## src/rtl/acc_pipe3_pkg.sv

```systemverilog
// Shared operation codes for the three-stage accumulator processor.
// Assumes the operation field is the top three bits of each instruction.
package acc_pipe3_pkg;
    localparam int unsigned OPW = 3;

    typedef enum logic [OPW-1:0] {
        OP_NOP = 3'd0,
        OP_ADD = 3'd1,
        OP_SUB = 3'd2,
        OP_IN  = 3'd3,
        OP_OUT = 3'd4,
        OP_STO = 3'd5,
        OP_LDA = 3'd6,
        OP_JMP = 3'd7
    } op_e;
endpackage

```

## src/rtl/acc_pipe3_fetch.sv

```systemverilog
// Fetch stage: owns the program counter. It steps by one each cycle,
// holds during a stall, and loads the jump target on a flush.
// Assumes that stall and redirect are never high together.
module acc_pipe3_fetch #(
    parameter int unsigned AW = 5
) (
    input  logic          clk,
    input  logic          rst_n,
    input  logic          stall,
    input  logic          redirect,
    input  logic [AW-1:0] target,
    output logic [AW-1:0] fetch_addr
);
    logic [AW-1:0] pc_q;

    // Program counter: reset to 0, redirect on jump, otherwise step.
    always_ff @(posedge clk) begin
        if (!rst_n)        pc_q <= '0;
        else if (redirect) pc_q <= target;
        else if (!stall)   pc_q <= pc_q + 1'b1;
    end

    assign fetch_addr = pc_q;

    a_r8_pc_hold: assert property (@(posedge clk) disable iff (!rst_n)
        stall |=> fetch_addr == $past(fetch_addr));
endmodule

```

## src/rtl/acc_pipe3_decode.sv

```systemverilog
// Decode stage: holds the fetched instruction with its valid bit and
// reads its operand. It also holds the register that feeds execute.
// A store in execute to the operand address is bypassed from the
// accumulator, because that memory write only lands at the next edge.
module acc_pipe3_decode #(
    parameter int unsigned DW = 8,
    parameter int unsigned AW = 5
) (
    input  logic          clk,
    input  logic          rst_n,
    input  logic          stall,
    input  logic          flush,
    input  logic [DW-1:0] f_instr,
    output logic [AW-1:0] opnd_addr,
    input  logic [DW-1:0] opnd_rdata,
    input  logic          fwd_we,
    input  logic [AW-1:0] fwd_addr,
    input  logic [DW-1:0] fwd_data,
    output logic          e_valid,
    output logic [DW-1:0] e_instr,
    output logic [DW-1:0] e_operand
);
    logic          d_valid;
    logic [DW-1:0] d_instr;
    logic [DW-1:0] opnd_sel;

    assign opnd_addr = d_instr[AW-1:0];

    // Operand choice: a same-address store in execute wins over memory.
    always_comb begin
        if (fwd_we && fwd_addr == opnd_addr) opnd_sel = fwd_data;
        else                                 opnd_sel = opnd_rdata;
    end

    // Stage registers: cleared on flush, frozen on stall, else advance.
    always_ff @(posedge clk) begin
        if (!rst_n) begin
            d_valid   <= 1'b0;
            e_valid   <= 1'b0;
            d_instr   <= '0;
            e_instr   <= '0;
            e_operand <= '0;
        end else if (flush) begin
            d_valid <= 1'b0;
            e_valid <= 1'b0;
        end else if (!stall) begin
            d_valid   <= 1'b1;
            d_instr   <= f_instr;
            e_valid   <= d_valid;
            e_instr   <= d_instr;
            e_operand <= opnd_sel;
        end
    end

    a_r7_bypass: assert property (@(posedge clk) disable iff (!rst_n)
        (d_valid && fwd_we && fwd_addr == opnd_addr && !stall && !flush)
        |=> e_operand == $past(fwd_data));

    a_r8_exec_hold: assert property (@(posedge clk) disable iff (!rst_n)
        stall |=> e_valid && $stable(e_instr));
endmodule

```

## src/rtl/acc_pipe3_exec.sv

```systemverilog
// Execute stage: owns the accumulator and drives every side effect
// (store, output, input take). It raises a flush on a jump and a stall
// while an input instruction waits. Assumes e_valid is low for empty slots.
module acc_pipe3_exec
    import acc_pipe3_pkg::*;
#(
    parameter int unsigned DW = 8,
    parameter int unsigned AW = 5
) (
    input  logic          clk,
    input  logic          rst_n,
    input  logic          e_valid,
    input  logic [DW-1:0] e_instr,
    input  logic [DW-1:0] e_operand,
    input  logic          in_valid,
    input  logic [DW-1:0] in_data,
    output logic [DW-1:0] acc,
    output logic          stall,
    output logic          flush,
    output logic [AW-1:0] target,
    output logic          mem_we,
    output logic [AW-1:0] mem_waddr,
    output logic [DW-1:0] mem_wdata,
    output logic          out_valid,
    output logic [DW-1:0] out_data,
    output logic          in_take
);
    op_e           op;
    logic [DW-1:0] acc_q;

    assign op = op_e'(e_instr[DW-1 -: OPW]);

    // Side-effect strobes, each gated by the execute valid bit.
    always_comb begin
        stall     = e_valid && op == OP_IN && !in_valid;
        in_take   = e_valid && op == OP_IN && in_valid;
        flush     = e_valid && op == OP_JMP;
        mem_we    = e_valid && op == OP_STO;
        out_valid = e_valid && op == OP_OUT;
    end

    assign target    = e_instr[AW-1:0];
    assign mem_waddr = e_instr[AW-1:0];
    assign mem_wdata = acc_q;
    assign out_data  = acc_q;
    assign acc       = acc_q;

    // Accumulator update for arithmetic, load and consumed input.
    always_ff @(posedge clk) begin
        if (!rst_n) acc_q <= '0;
        else if (e_valid) begin
            case (op)
                OP_ADD:  acc_q <= acc_q + e_operand;
                OP_SUB:  acc_q <= acc_q - e_operand;
                OP_LDA:  acc_q <= e_operand;
                OP_IN:   if (in_valid) acc_q <= in_data;
                default: acc_q <= acc_q;
            endcase
        end
    end

    a_r1_reset_clear: assert property (@(posedge clk) disable iff (!rst_n)
        !$past(rst_n) |-> (acc == '0 && !e_valid));

    a_r6_two_bubbles: assert property (@(posedge clk) disable iff (!rst_n)
        flush |=> !e_valid ##1 !e_valid);

    a_r5_one_effect: assert property (@(posedge clk) disable iff (!rst_n)
        $onehot0({mem_we, out_valid, in_take, flush}));

    a_r8_take_no_stall: assert property (@(posedge clk) disable iff (!rst_n)
        in_take |=> !$past(stall));
endmodule

```

## src/rtl/acc_pipe3.sv

```systemverilog
// Top of the three-stage accumulator processor. It wires fetch, decode
// and execute together. Memory lives outside the block and is read
// combinationally through two ports and written at the clock edge.
module acc_pipe3 #(
    parameter int unsigned DW = 8,
    localparam int unsigned AW = DW - acc_pipe3_pkg::OPW
) (
    input  logic          clk,
    input  logic          rst_n,
    output logic [AW-1:0] imem_addr,
    input  logic [DW-1:0] imem_rdata,
    output logic [AW-1:0] dmem_raddr,
    input  logic [DW-1:0] dmem_rdata,
    output logic          dmem_we,
    output logic [AW-1:0] dmem_waddr,
    output logic [DW-1:0] dmem_wdata,
    input  logic          in_valid,
    input  logic [DW-1:0] in_data,
    output logic          in_take,
    output logic          out_valid,
    output logic [DW-1:0] out_data,
    output logic [DW-1:0] acc
);
    logic          stall;
    logic          flush;
    logic [AW-1:0] target;
    logic          e_valid;
    logic [DW-1:0] e_instr;
    logic [DW-1:0] e_operand;

    acc_pipe3_fetch #(.AW(AW)) u_fetch (
        .clk(clk), .rst_n(rst_n), .stall(stall), .redirect(flush),
        .target(target), .fetch_addr(imem_addr)
    );

    acc_pipe3_decode #(.DW(DW), .AW(AW)) u_decode (
        .clk(clk), .rst_n(rst_n), .stall(stall), .flush(flush),
        .f_instr(imem_rdata), .opnd_addr(dmem_raddr), .opnd_rdata(dmem_rdata),
        .fwd_we(dmem_we), .fwd_addr(dmem_waddr), .fwd_data(dmem_wdata),
        .e_valid(e_valid), .e_instr(e_instr), .e_operand(e_operand)
    );

    acc_pipe3_exec #(.DW(DW), .AW(AW)) u_exec (
        .clk(clk), .rst_n(rst_n), .e_valid(e_valid), .e_instr(e_instr),
        .e_operand(e_operand), .in_valid(in_valid), .in_data(in_data),
        .acc(acc), .stall(stall), .flush(flush), .target(target),
        .mem_we(dmem_we), .mem_waddr(dmem_waddr), .mem_wdata(dmem_wdata),
        .out_valid(out_valid), .out_data(out_data), .in_take(in_take)
    );
endmodule

```

## config.mk

```make
export PLATFORM = sky130hd
export DESIGN_NAME = acc_pipe3
export DESIGN_NICKNAME = d
export VERILOG_FILES = /design/src/rtl/acc_pipe3_pkg.sv /design/src/rtl/acc_pipe3_fetch.sv /design/src/rtl/acc_pipe3_decode.sv /design/src/rtl/acc_pipe3_exec.sv /design/src/rtl/acc_pipe3.sv
export SDC_FILE = /design/constraint.sdc
export NUM_CORES = 1
export LEC_CHECK = 0
export BUFFER_PORTS_ARGS = -buffer_cell sky130_fd_sc_hd__buf_4
export CAP_MARGIN = 15
export CORE_ASPECT_RATIO = 1.5
export CORE_MARGIN = 2
export CORE_UTILIZATION = 53
export DETAILED_ROUTE_END_ITERATION = 16
export PLACE_DENSITY_LB_ADDON = 0.12
export SYNTH_ARGS = -nofsm -noshare
export SYNTH_HDL_FRONTEND = slang
export SYNTH_SLANG_ARGS = --single-unit
```

## constraint.sdc

```tcl
create_clock -name clk -period 2.93 [get_ports clk]
set_input_delay 0.293 -clock clk [delete_from_list [all_inputs] [get_ports clk]]
set_output_delay 0.293 -clock clk [all_outputs]
set_load 0.05 [all_outputs]
```

Word level (Yosys, flattened, before mapping)
Index checks and enable logic that the tools add are counted.
Cells by class
  equal/unequal tests: 10
  bitwise gates (word level): 3
  div/mod/pow operators: 0
  add/subtract/negate cells: 3
  $mul: 0
  shifts and indexed selects: 0
  $lt $le $gt $ge: 0
  reduce and logical (&&, ||, !) cells: 12
  mux-type cells: 5
Operator list (number)
  8-bit case mux with 4 select lines: 1
  8-bit two-way mux: 2
  3-bit == test, second input constant: 4
  5-bit two-way mux: 2
  8-bit adder: 1
  8-bit subtractor: 1
  1-bit logical AND: 7
  3-bit by 2-bit == test with 1-bit output, second input constant: 2
  5-bit by 1-bit adder with 5-bit output, second input constant: 1
  5-bit == test: 1
  2-bit inequality test, second input constant: 2
  4-bit nonzero test: 1
  3-bit by 1-bit == test with 1-bit output, second input constant: 1
  1-bit inverter: 3
  3-bit AND reduction: 1
  2-bit AND reduction: 1
  2-bit OR reduction: 1
  1-bit zero test: 1
Word-level totals
  word-level logic and storage cells: 40
  bits of input ports: 27
  output and inout bits: 42
  ROM bits: 0
  register bits: 39
  memories: 0
  latch bits: 0
  memory bits (writable): 0

Longest topological paths before layout
  word-level depth: 5
  depth in mapped cells: 11
  depth with buffers taken out: 11

Modules after synthesis
A second synthesis with hierarchy kept.
Second synthesis, totals
  cell total of the unflattened synthesis: 335
  area total of the unflattened synthesis: 2618.8 µm²
By module, submodules not included
  acc_pipe3_exec: instances 1, seq. area each 160.2 µm², area an instance 1261.2 µm², cells an instance 171
  acc_pipe3_decode: instances 1, seq. area each 520.5 µm², area an instance 1109.8 µm², cells an instance 137
  acc_pipe3_fetch: instances 1, seq. area each 100.1 µm², area an instance 247.7 µm², cells an instance 27

Worst setup path after synthesis
Ideal clock, no wire load.
  kind: register -> register
  from: register u_decode.e_instr[6]
  to: register u_exec.acc_q[7] (netlist: u_exec.acc[7])
  setup time: 62 ps
  arrival: 2461 ps
  stages on the path, launching flop included: 11
  buffers on the path: 1
  setup slack: 407 ps
  data required time: 2868 ps
  period minus slack after synthesis: 2523 ps
  path through: dfxtp_1 -> buf_6 -> nor3b_4 -> nor2_1 -> xnor2_1 -> ha_1 -> a21o_2 -> a31oi_1 -> o21bai_1 -> or4b_1 -> nand3_1
On the way
  word-level cells in the longest chain between the ends: 3
  elaborated cells between the ends (all ways): 8
  those cells by class: eq/ne (5); mux (1); reduce/logical (2)
RTL lines
  from (decl): RTL line acc_pipe3_decode.sv:20  | output logic [DW-1:0] e_instr,
  from (signal assigned): RTL line acc_pipe3_decode.sv:50  | e_instr <= d_instr;
  3-bit by 1-bit == test with 1-bit output, or another cell as far along: RTL line acc_pipe3_exec.sv:52  | case (op)
  4-bit nonzero test (no line) / 2-bit inequality test (equally long branches)
  3-bit AND reduction (no line)
  to (signal assigned): RTL line acc_pipe3_exec.sv:53  | OP_ADD: acc_q <= acc_q + e_operand;
  to (signal assigned): RTL line acc_pipe3_exec.sv:54  | OP_SUB: acc_q <= acc_q - e_operand;
  to (signal assigned): RTL line acc_pipe3_exec.sv:55  | OP_LDA: acc_q <= e_operand;
  to (decl): RTL line acc_pipe3_exec.sv:29  | logic [DW-1:0] acc_q;
Parallel ways exist; a longest one is shown, timed or not.
A chain may end at the register's enable or synchronous reset.

Worst setup path in the final report
  from: register u_decode.e_instr[5]
  to: register u_exec.acc_q[7] (netlist: u_exec.acc[7])
The elaborated chain is that of the path after synthesis.

==> out/qor.yml <==
drt:
  firstDrtPassIters: 4
  drc: 0
  wl_per_cell_um: 14.16
  drt_iter0_markers: 104
  finalWirelength_um: 5933
  vias_per_cell: 5.456
  ant_nets: 0
  vias: 2286
cts:
  clk_latency_ns: 0.29
  postCtsSetupBuffers: 0
  h-tree-depth: 2
  cts_resized: 0
  cts_hold_repair.buffers: 0
  cts.path.max_buffers: 2
  clkSinkCount: 39
  clk_pin_slew_ns: 0.08
  cts_tree: "built"
  numCtsBuffers: 5
  clock_tree.root_cell: "clkbuf_8"
layout:
  drive_gt1_share_pct: 25.07
  final_core_util_pct: 65.00
  area_growth_pct: 17.19
  diodes: 0
  nFillCells: 424
  finalNonFillerCells: 419
  fin_nets: 391
synth:
  synth.ff_latch_count: 39
  ys.flop_type: "dfxtp_1"
  yosysSeqAreaShare_pct: 30.74
  ys_types: 51
  syn_nets: 352
  synth_edf_count: 0
  synth_warnings: 0
  async_reset_ff_share_pct: 0
  synth_area_per_cell_um2: 8.063
  syn-instance-count: 315
  synth_area_um2: 2540
worst_setup_path:
  cpMaxStageDelayCell: "or4b_1"
  crit_fanout: 7
  ff2ff_path_depth: 9
  reg2reg_to: "u_exec.acc[7]"
  r2r_slack_ns: 0.27
  timing.rr.start: "u_decode.e_instr[5]"
  path_buf_inv: 0
  crit_type: "reg2reg"
  worst_setup_path_end_kind: "register"
  start_kind: "register"
  cp_top_family: "simple AND/OR/NAND/NOR gates"
  critical_path.cell_chain: "nor3b_4, nor2_1, xnor2_1, ha_1, a21o_2, a31oi_1, o21bai_1, or4b_1, nand3_1"
  arrival_ns: 2.89
  slowest_delay_ns: 0.49
  critPathRequiredTime_ns: 3.16
pwr:
  p_per_area_nw_per_um2: 454.4
  peakVddDrop_v: 0.0002835
  power.leakage_nw: 1.337
hold_path:
  hold_class: "in2reg"
  hold_path_depth: 3
  hp-start: "imem_rdata[1]"
  hold-path-endpoint: "u_decode.d_instr[1]"
floorplan:
  die_area_um2: 5374
  die_h_um: 88.79
  initial_core_util_pct: 55.46
  core_um2: 4579
  die_x_um: 60.53
  ios: 69
  rows: 30
sta:
  fin_crit_ns: 2.664
  hold_viol: 0
  rsz0062_at_grt: "no"
  setup_viol: 0
  slew_headroom_pct: 47.42
  clock-skew-final_ns: 0.005130
  hold_slack_ns: 0.2480
  drv_slew: 0
  fmax_mhz: 375.3
  fin_tns_setup_ns: 0
  worst_slew_pin_slew_ns: 0.7879
  finalCritPeriodShare_pct: 90.94
global_routing:
  grt_usage_pct: 23.21
  grt_pass1_vias: 2061
  grt_max_degree: 26
  antenna_found_initial: 0
  grt-ovfl-total: 0
  grt_pass1_wl_um: 9446
run_status:
  status: "finished, final reports clean"
placement:
  place.gp.congestion: 0.9186
  hpwl_um: 4403
  place_inst: 411
  port_buffers: 68
job:
  cap_violations: 0
[logic make-up after synthesis]
kind of cell / after synthesis / synth area share, %
AO/OA/AOI/OAI: 95 / 24.04
multiplexers: 9 / 3.547
adder cells (fa/ha/maj): 10 / 5.222
AND/OR/NAND/NOR: 97 / 19.06
XOR/XNOR: 15 / 5.172
flip-flops: 39 / 30.74
buffers and inverters: 50 / 12.22
[synthesized netlist by cell type (2+ instances only)]
master | instances | share of area, %
a211oi_1 | 3 | 0.89
a21o_2 | 2 | 0.69
a21oi_1 | 37 | 7.3
a221oi_1 | 2 | 0.69
a22o_1 | 4 | 1.4
a22oi_1 | 2 | 0.59
and2_1 | 3 | 0.74
buf_2 | 8 | 1.6
buf_4 | 28 | 8.3
clkbuf_1 | 3 | 0.44
dfxtp_1 | 39 | 31
ha_1 | 9 | 4.4
inv_1 | 9 | 1.3
mux2i_1 | 9 | 3.5
nand2_1 | 45 | 6.7
nand2b_1 | 2 | 0.49
nand3_1 | 3 | 0.59
nand4_1 | 2 | 0.49
nand4b_1 | 2 | 0.69
nor2_1 | 24 | 3.5
nor2b_1 | 2 | 0.49
nor2b_2 | 2 | 0.69
nor3_1 | 4 | 0.79
nor3b_4 | 2 | 1.5
o2111ai_1 | 2 | 0.69
o211ai_1 | 5 | 1.5
o21ai_0 | 19 | 3.7
o21bai_1 | 2 | 0.59
o221ai_1 | 3 | 1.0
o22ai_1 | 4 | 0.99
xnor2_1 | 10 | 3.4
xor2_1 | 5 | 1.7
[worst reg2reg max path, delay by kind of cell, from the launching register on]
kind,cells,cell delay (ns)
AO/OA/AOI/OAI,3,0.75
AND/OR/NAND/NOR,4,1.06
adder cells (fa/ha/maj),1,0.34
flip-flops,1,0.34
XOR/XNOR,1,0.13
[registers in the layout (all words and copies together) (netlist names)]
name                cells
u_decode.d_valid        1
u_fetch.fetch_addr      5
u_decode.e_instr        8
u_exec.acc              8
u_decode.e_valid        1
u_decode.e_operand      8
u_decode.d_instr        8
[power breakdown]
part,switching [mW],internal (mW)
Clock,0.191,0.167
Combinational,0.245,0.156
Sequential,0.0355,0.558
Total,0.472,0.881
[cell usage in the layout, fill, tap and decap left out, types with 2 or more instances in the layout]
cell | Yosys | layout
nor2_1 | 24 | 24
a22o_1 | 4 | 4
mux2i_1 | 9 | 9
nor2b_1 | 2 | 2
a211oi_1 | 3 | 3
a21oi_1 | 37 | 37
nor3b_4 | 2 | 2
o22ai_1 | 4 | 4
a221oi_1 | 2 | 2
a22oi_1 | 2 | 2
inv_1 | 9 | 9
o21bai_1 | 2 | 2
buf_4 | 28 | 73
xor2_1 | 5 | 5
nor2b_2 | 2 | 2
a21o_2 | 2 | 2
nand2b_1 | 2 | 2
nand4_1 | 2 | 2
xnor2_1 | 10 | 10
nand2_1 | 45 | 45
o211ai_1 | 5 | 5
nand4b_1 | 2 | 2
nand3_1 | 3 | 3
o2111ai_1 | 2 | 2
ha_1 | 9 | 9
o21ai_0 | 19 | 19
nor3_1 | 4 | 4
and2_1 | 3 | 3
o221ai_1 | 3 | 3
clkbuf_8 | 0 | 5
dfxtp_1 | 39 | 39
[per-stage QoR]
| step | area [um2] | setup slack, ns | power, mW |
|---|---|---|---|
| after floorplan | 2540 | 0.4070 | 0.9170 |
| after global placement | 2892 | 0.3654 | 1.003 |
| after detailed placement | 2892 | 0.3039 | 1.006 |
| after CTS | 2977 | 0.2679 | 1.364 |
| after global routing | 2977 | 0.1285 | 1.426 |
| final | 2977 | 0.2656 | 1.353 |
[worst max-delay path by stage]
stage / end / start / depth (start not counted) / slack (ns)
floorplan: u_exec.acc[7] / u_decode.e_instr[6] / 10 / 0.41
global placement: u_exec.acc[7] / u_decode.e_instr[5] / 9 / 0.37
detailed placement: u_exec.acc[7] / u_decode.e_instr[5] / 9 / 0.30
CTS: u_exec.acc[7] / u_decode.e_instr[5] / 9 / 0.27
global route: u_exec.acc[7] / u_decode.e_instr[6] / 9 / 0.13
finish: u_exec.acc[7] / u_decode.e_instr[5] / 9 / 0.27
[layout make-up]
| type | instances | area (um2) | area share, % |
|---|---|---|---|
| inverter | 9 | 33.78 | 1.135 |
| timing repair buffer | 73 | 548.0 | 18.41 |
| sequential | 39 | 780.7 | 26.23 |
| multi-input combinational | 226 | 1449 | 48.68 |
| tap | 64 | 80.08 | 2.690 |
| clock buffer | 6 | 72.57 | 2.438 |
| clock inverter | 2 | 12.51 | 0.4203 |
[metal layers]
metal / part of all wire (%) / global-route usage [%]
met1: 40 / 26.59
met2: 54 / 42.29
met3: 5.1 / 4.532
met4: 1.3 / 7.312
met5: 0 / 0
Note: power is estimated with default switching activity, not from simulation.
